--- src/rtl/pgw_pkg.sv ---
package pgw_pkg;
  localparam int P_BIT  = 0;
  localparam int RW_BIT = 1;
  localparam int US_BIT = 2;
  localparam int A_BIT  = 5;
  localparam int D_BIT  = 6;

  typedef enum logic [2:0] {
    ST_IDLE,
    ST_RD_DIR,
    ST_WB_DIR,
    ST_RD_TBL,
    ST_WB_TBL
  } walk_st_t;
endpackage

--- src/rtl/pgw_addr.sv ---
module pgw_addr #(
  parameter int AW = 32,
  parameter int IW = 10,
  parameter int OW = 12
) (
  input  logic [AW-1:0] base,
  input  logic [AW-1:0] lin,
  input  logic [AW-1:0] dir_ent,
  output logic [AW-1:0] dir_addr,
  output logic [AW-1:0] tbl_addr
);
  localparam int EB = OW - IW;  // log2 of entry size in bytes

  assign dir_addr = {base[AW-1:OW],    lin[AW-1 -: IW],    {EB{1'b0}}};
  assign tbl_addr = {dir_ent[AW-1:OW], lin[AW-IW-1 -: IW], {EB{1'b0}}};
endmodule

--- src/rtl/pgw_perm.sv ---
module pgw_perm
  import pgw_pkg::*;
#(
  parameter int EW = 32
) (
  input  logic [EW-1:0] dir_ent,
  input  logic [EW-1:0] tbl_ent,
  input  logic          is_user,
  input  logic          is_write,
  output logic          eff_rw,
  output logic          eff_us,
  output logic          ok
);
  // the more restrictive of the two levels wins
  assign eff_rw = dir_ent[RW_BIT] & tbl_ent[RW_BIT];
  assign eff_us = dir_ent[US_BIT] & tbl_ent[US_BIT];
  assign ok     = !is_user || (eff_us && (eff_rw || !is_write));
endmodule

--- src/rtl/pg_walker.sv ---
module pg_walker
  import pgw_pkg::*;
#(
  parameter int AW = 32,
  parameter int IW = 10,
  parameter int OW = 12
) (
  input  logic          clk,
  input  logic          rst,
  input  logic          req_valid,
  input  logic [AW-1:0] req_lin,
  input  logic          req_write,
  input  logic [1:0]    req_cpl,
  input  logic [AW-1:0] dir_base,
  output logic          busy,
  output logic          done,
  output logic          fault,
  output logic [2:0]    fault_code,
  output logic [AW-1:0] phys_addr,
  output logic [2:0]    fill_attr,
  output logic [AW-1:0] fault_addr,
  output logic          mem_req,
  output logic          mem_we,
  output logic [AW-1:0] mem_addr,
  output logic [AW-1:0] mem_wdata,
  input  logic          mem_ack,
  input  logic [AW-1:0] mem_rdata
);
  localparam logic [AW-1:0] ONE    = {{(AW-1){1'b0}}, 1'b1};
  localparam logic [AW-1:0] A_MASK = ONE << A_BIT;
  localparam logic [AW-1:0] D_MASK = ONE << D_BIT;

  walk_st_t      state;
  logic [AW-1:0] lin_q, base_q, pde_q, pte_q;
  logic          wr_q, usr_q;

  logic [AW-1:0] dir_addr, tbl_addr;
  logic [AW-1:0] tbl_cur, tbl_upd;
  logic          eff_rw, eff_us, perm_ok;
  logic [AW-1:0] fin_phys;
  logic [2:0]    fin_attr;

  pgw_addr #(.AW(AW), .IW(IW), .OW(OW)) u_addr (
    .base(base_q), .lin(lin_q), .dir_ent(pde_q),
    .dir_addr(dir_addr), .tbl_addr(tbl_addr)
  );

  assign tbl_cur = (state == ST_RD_TBL) ? mem_rdata : pte_q;
  assign tbl_upd = tbl_cur | A_MASK | (wr_q ? D_MASK : '0);

  pgw_perm #(.EW(AW)) u_perm (
    .dir_ent(pde_q), .tbl_ent(tbl_cur), .is_user(usr_q), .is_write(wr_q),
    .eff_rw(eff_rw), .eff_us(eff_us), .ok(perm_ok)
  );

  assign fin_phys = {tbl_upd[AW-1:OW], lin_q[OW-1:0]};
  assign fin_attr = {tbl_upd[D_BIT], eff_us, eff_rw};

  always_comb begin
    mem_req   = 1'b0;
    mem_we    = 1'b0;
    mem_addr  = '0;
    mem_wdata = '0;
    case (state)
      ST_RD_DIR: begin mem_req = 1'b1; mem_addr = dir_addr; end
      ST_WB_DIR: begin mem_req = 1'b1; mem_we = 1'b1; mem_addr = dir_addr; mem_wdata = pde_q; end
      ST_RD_TBL: begin mem_req = 1'b1; mem_addr = tbl_addr; end
      ST_WB_TBL: begin mem_req = 1'b1; mem_we = 1'b1; mem_addr = tbl_addr; mem_wdata = pte_q; end
      default: ;
    endcase
  end

  assign busy = (state != ST_IDLE);

  always_ff @(posedge clk) begin
    if (rst) begin
      state      <= ST_IDLE;
      lin_q      <= '0;
      base_q     <= '0;
      pde_q      <= '0;
      pte_q      <= '0;
      wr_q       <= 1'b0;
      usr_q      <= 1'b0;
      done       <= 1'b0;
      fault      <= 1'b0;
      fault_code <= '0;
      phys_addr  <= '0;
      fill_attr  <= '0;
      fault_addr <= '0;
    end else begin
      done  <= 1'b0;
      fault <= 1'b0;
      case (state)
        ST_IDLE: if (req_valid) begin
          lin_q  <= req_lin;
          base_q <= dir_base;
          wr_q   <= req_write;
          usr_q  <= (req_cpl == 2'd3);
          state  <= ST_RD_DIR;
        end
        ST_RD_DIR: if (mem_ack) begin
          pde_q <= mem_rdata | A_MASK;
          if (!mem_rdata[P_BIT]) begin
            done       <= 1'b1;
            fault      <= 1'b1;
            fault_code <= {usr_q, wr_q, 1'b0};
            fault_addr <= lin_q;
            state      <= ST_IDLE;
          end else if (!mem_rdata[A_BIT]) begin
            state <= ST_WB_DIR;
          end else begin
            state <= ST_RD_TBL;
          end
        end
        ST_WB_DIR: if (mem_ack) state <= ST_RD_TBL;
        ST_RD_TBL: if (mem_ack) begin
          pte_q <= tbl_upd;
          if (!mem_rdata[P_BIT] || !perm_ok) begin
            done       <= 1'b1;
            fault      <= 1'b1;
            fault_code <= {usr_q, wr_q, mem_rdata[P_BIT]};
            fault_addr <= lin_q;
            state      <= ST_IDLE;
          end else if (tbl_upd != mem_rdata) begin
            state <= ST_WB_TBL;
          end else begin
            done      <= 1'b1;
            phys_addr <= fin_phys;
            fill_attr <= fin_attr;
            state     <= ST_IDLE;
          end
        end
        ST_WB_TBL: if (mem_ack) begin
          done      <= 1'b1;
          phys_addr <= fin_phys;
          fill_attr <= fin_attr;
          state     <= ST_IDLE;
        end
        default: state <= ST_IDLE;
      endcase
    end
  end
endmodule

--- config.mk ---
export PLATFORM = sky130hd
export DESIGN_NAME = pg_walker
export DESIGN_NICKNAME = d
export VERILOG_FILES = /design/src/rtl/pgw_pkg.sv /design/src/rtl/pgw_addr.sv /design/src/rtl/pgw_perm.sv /design/src/rtl/pg_walker.sv
export SDC_FILE = /design/constraint.sdc
export NUM_CORES = 1
export LEC_CHECK = 0
export BUFFER_PORTS_ARGS = -buffer_cell sky130_fd_sc_hd__buf_4
export CORE_UTILIZATION = 52
export CTS_CLUSTER_DIAMETER = 100
export DETAILED_ROUTE_END_ITERATION = 10
export PLACE_DENSITY = 0.88
export SLEW_MARGIN = 5
export SYNTH_ARGS = -nofsm -noshare
export SYNTH_HDL_FRONTEND = slang
export SYNTH_SLANG_ARGS = --single-unit
--- constraint.sdc ---
create_clock -name clk -period 2.25 [get_ports clk]
set_input_delay 0.1125 -clock clk [delete_from_list [all_inputs] [get_ports clk]]
set_output_delay 0.1125 -clock clk [all_outputs]
set_load 0.1 [all_outputs]
==> flow_metrics.env <==
export IMPL_p_sw_uw=2596
export IMPL_hp_class="in -> reg"
export IMPL_hold_slack_ns=0.02788
export IMPL_synth_top_family_by_area="simple AND/OR/NAND/NOR gates"
export IMPL_finClkSkew_ns=0.009099
export IMPL_fmax_ghz=0.4595
export IMPL_commonest_cells_after_routing_fill_and_taps_aside="239 x sky130_fd_sc_hd__nand2_1, 235 x sky130_fd_sc_hd__buf_4, 191 x sky130_fd_sc_hd__dfxtp_1"
export IMPL_clk_latency_ns=0.43
export IMPL_portBuffers=227
export IMPL_power_per_cell_area_nw_per_um2=715.3
export IMPL_leading_cell_type_in_the_layout_fill_and_taps_excluded="sky130_fd_sc_hd__nand2_1"
export IMPL_power_switching_fraction_pct=31.38
export IMPL_grt_ovfl_total=0
export IMPL_outcome="complete, no violations"
export IMPL_synth_seq_area_share_pct=47.63
export IMPL_p_comb_share_pct=20.1
export IMPL_synthAdderAreaFrac_pct=0
export IMPL_antenna_found_initial=0
export IMPL_fp_dieArea_sq_um=16100
export IMPL_post_synthesis_cell_type_count=40
export IMPL_ys_ff_latch=193
export IMPL_synthesis_instances=950
export IMPL_synth_avg_cell_area_sq_um=8.538
export IMPL_timing_max_slew_rel_slack_pct=37.44
export IMPL_hold_violations=0
export IMPL_finalMaxSlewViolations=0
export IMPL_area_growth_pct=42.56
export IMPL_cts_htree_levels=4
export IMPL_vdd_ir_drop_worst_uv=527.8
export IMPL_cap_violations=0
export IMPL_grt_total_usage_pct=32.52
export IMPL_power_share_clock_pct=35.8
export IMPL_synth_compound_area_share_pct=17.60
export IMPL_top_fanout_value_on_the_critical_path=31
export IMPL_post_synth_instance_area_sq_um=8112
export IMPL_clock_sinks=193
export IMPL_p_int_uw=5676
export IMPL_finalNetCount=1331
export IMPL_antenna_left=0
export IMPL_grt_pass1_vias=7841
export IMPL_routed_wl_microns=26500
export IMPL_drc=0
export IMPL_drive_above_1_share_pct=27.56
export IMPL_gp_routability_congestion=0.8702
export IMPL_post_layout_minimum_cycle_time_ns=2.176
export IMPL_detail_route_iter0_violations=674
export IMPL_fp_row_count=45
export IMPL_worst_slew_pin_transition_ns=0.9373
export IMPL_wire_per_inst_microns=18.53
export IMPL_setup_violations=0
export IMPL_pin_count_of_the_biggest_net_entering_global_routing=122
export IMPL_yosys_warnings=0
export IMPL_global_route_wire_length_before_repair_microns=40940
export IMPL_synth_area_mux_share_pct=8.700
export IMPL_die_span_in_y_microns=126.9
export IMPL_clock_tree_root_cell="sky130_fd_sc_hd__clkbuf_16"
export IMPL_place_hpwl_microns=15710
export IMPL_criticalPathCategory="reg -> out"
export IMPL_total_cts_buffers=17
export IMPL_clk_pin_slew_ns=0.07
export IMPL_post_route_fraction_of_the_period_consumed_by_the_critical_path_pct=96.71
export IMPL_total_leakage_power_uw=0.005022
export IMPL_core_area_sq_um=15200
export IMPL_placedInstanceArea_sq_um=10030
export IMPL_vias=8125
export IMPL_detail_route_vias_per_cell=5.682
export IMPL_cp_start_kind="register"
export IMPL_synthXorXnorAreaFrac_pct=0.1080
export IMPL_timing_critical_path_arrival_ns=2.06
export IMPL_seq_power_share_pct=44.2
export IMPL_cts_path_max_buffers=2
export IMPL_crit_path_end_kind="output pin"
export IMPL_clock_tree_from_tritoncts="done"
export IMPL_start_util_pct=53.36
export IMPL_first_pass_detailed_route_iteration_total=6
export IMPL_ioPinCount=242
export IMPL_finalInstanceArea_sq_um=11560
export IMPL_die_w_microns=126.9
export IMPL_synthSimpleGateAreaFrac_pct=21.50
export IMPL_worst_ep_required_time_ns=2.14
kinds of logic (layout without fill, tap and decap cells):
kind of cell,count (synthesis),after routing
AND/OR/NAND/NOR,382,382
AO/OA/AOI/OAI,219,219
flip-flops,193,193
buffers and inverters,84,374
multiplexers,70,70
other,1,3
XOR/XNOR,1,1
flip-flops by register name, summed over array words and instances, names as in the netlist:
name        cells
pte_q          32
fault           1
fault_code      3
fault_addr     32
wr_q            1
pde_q          32
phys_addr      32
lin_q          32
base_q         20
fill_attr       3
usr_q           1
state           3
done            1
layout make-up:
type / instances / area [sq um]
Antenna cell: 1 / 2.502
Timing Repair Buffer: 341 / 2910
Fill cell: 952 / 3638
Sequential cell: 193 / 3866
Tap cell: 188 / 235.2
Inverter: 1 / 3.754
Multi-Input combinational cell: 674 / 3969
Clock inverter: 15 / 151.4
Clock buffer: 17 / 425.4
power groups by stage:
stage	logic [uW]	registers [uW]	clock network, uW
2_1_floorplan	946	3790	0
3_3_place_gp	1460	3720	0
3_5_place_dp	1480	3720	0
4_1_cts	1610	3640	2980
5_1_grt	1740	3660	3120
6_report	1660	3650	2960
layer usage:
metal  vias up  wire (microns)  GRT usage [%]
li1       3785               -              -
met1      3834           10580          38.95
met2       442           12890          55.04
met3        64            2174          7.339
met4         0             857          15.97
met5         -               0              0
final timing paths:
path | start | end | slack, ns | cells after the start
max | state[2] | mem_addr[5] | 0.07 | 6
min | req_valid | wr_q | 0.03 | 4
max reg2reg | state[2] | fault_addr[10] | 0.08 | 6
min reg2reg | lin_q[0] | lin_q[0] | 0.46 | 2
what timing repair did:
item / CTS / global route
endpoints found under the setup margin: 31 / 78
resized for setup: 3 / 19
hold buffers: 87 / 0
setup buffers: 0 / 0
hold endpoints to repair: 116 / 0
per-stage QoR:
step | worst slack (ns) | cells | util [%] | power (uW) | setup TNS (ns)
3_3_place_gp | 0.2608 | 1310 | 65.96 | 5180 | 0
5_1_grt | -0.0009552 | 1429 | 76.05 | 8527 | -0.0009552
3_5_place_dp | 0.2063 | 1310 | 65.96 | 5207 | 0
6_report | 0.07392 | 1430 | 76.07 | 8272 | 0
2_1_floorplan | 0.1185 | 951 | - | 4734 | 0
4_1_cts | 0.006595 | 1429 | 75.56 | 8241 | 0
cell usage after synthesis (all sizes together):
cell,count,area (sq um)
and3b,1,8.760
mux2i,66,660.6
and2,1,6.260
mux2,4,45.04
dfxtp,193,3864
nor2b,1,6.260
nor3,26,130.1
or3b,1,8.760
o21ai,8,43.79
a211oi,23,190.2
a22o,62,543.0
o22ai,2,12.51
conb,1,3.750
nor3b,2,15.01
nand3b,3,26.27
a31oi,1,6.260
nor2,13,51.30
a21oi,118,590.6
nand3,1,5.000
a21boi,1,7.510
a21o,1,7.510
inv,1,3.750
xnor2,1,8.760
nand2,240,900.9
buf,16,102.6
nand2b,86,538.0
clkbuf,67,251.5
nand4,1,6.260
and4b,1,10.01
a2111oi,1,8.760
or2,5,31.28
o22a,2,17.52
worst max-delay path, cell delays in order (launching register included):
cell and delay (ns):
sky130_fd_sc_hd__dfxtp_2 0.35, sky130_fd_sc_hd__nand3b_2 0.27, sky130_fd_sc_hd__buf_12 0.21, sky130_fd_sc_hd__nand2_1 0.12
sky130_fd_sc_hd__buf_12 0.21, sky130_fd_sc_hd__a22o_1 0.17, sky130_fd_sc_hd__buf_4 0.29
Note: power is estimated with default switching activity, not from simulation.
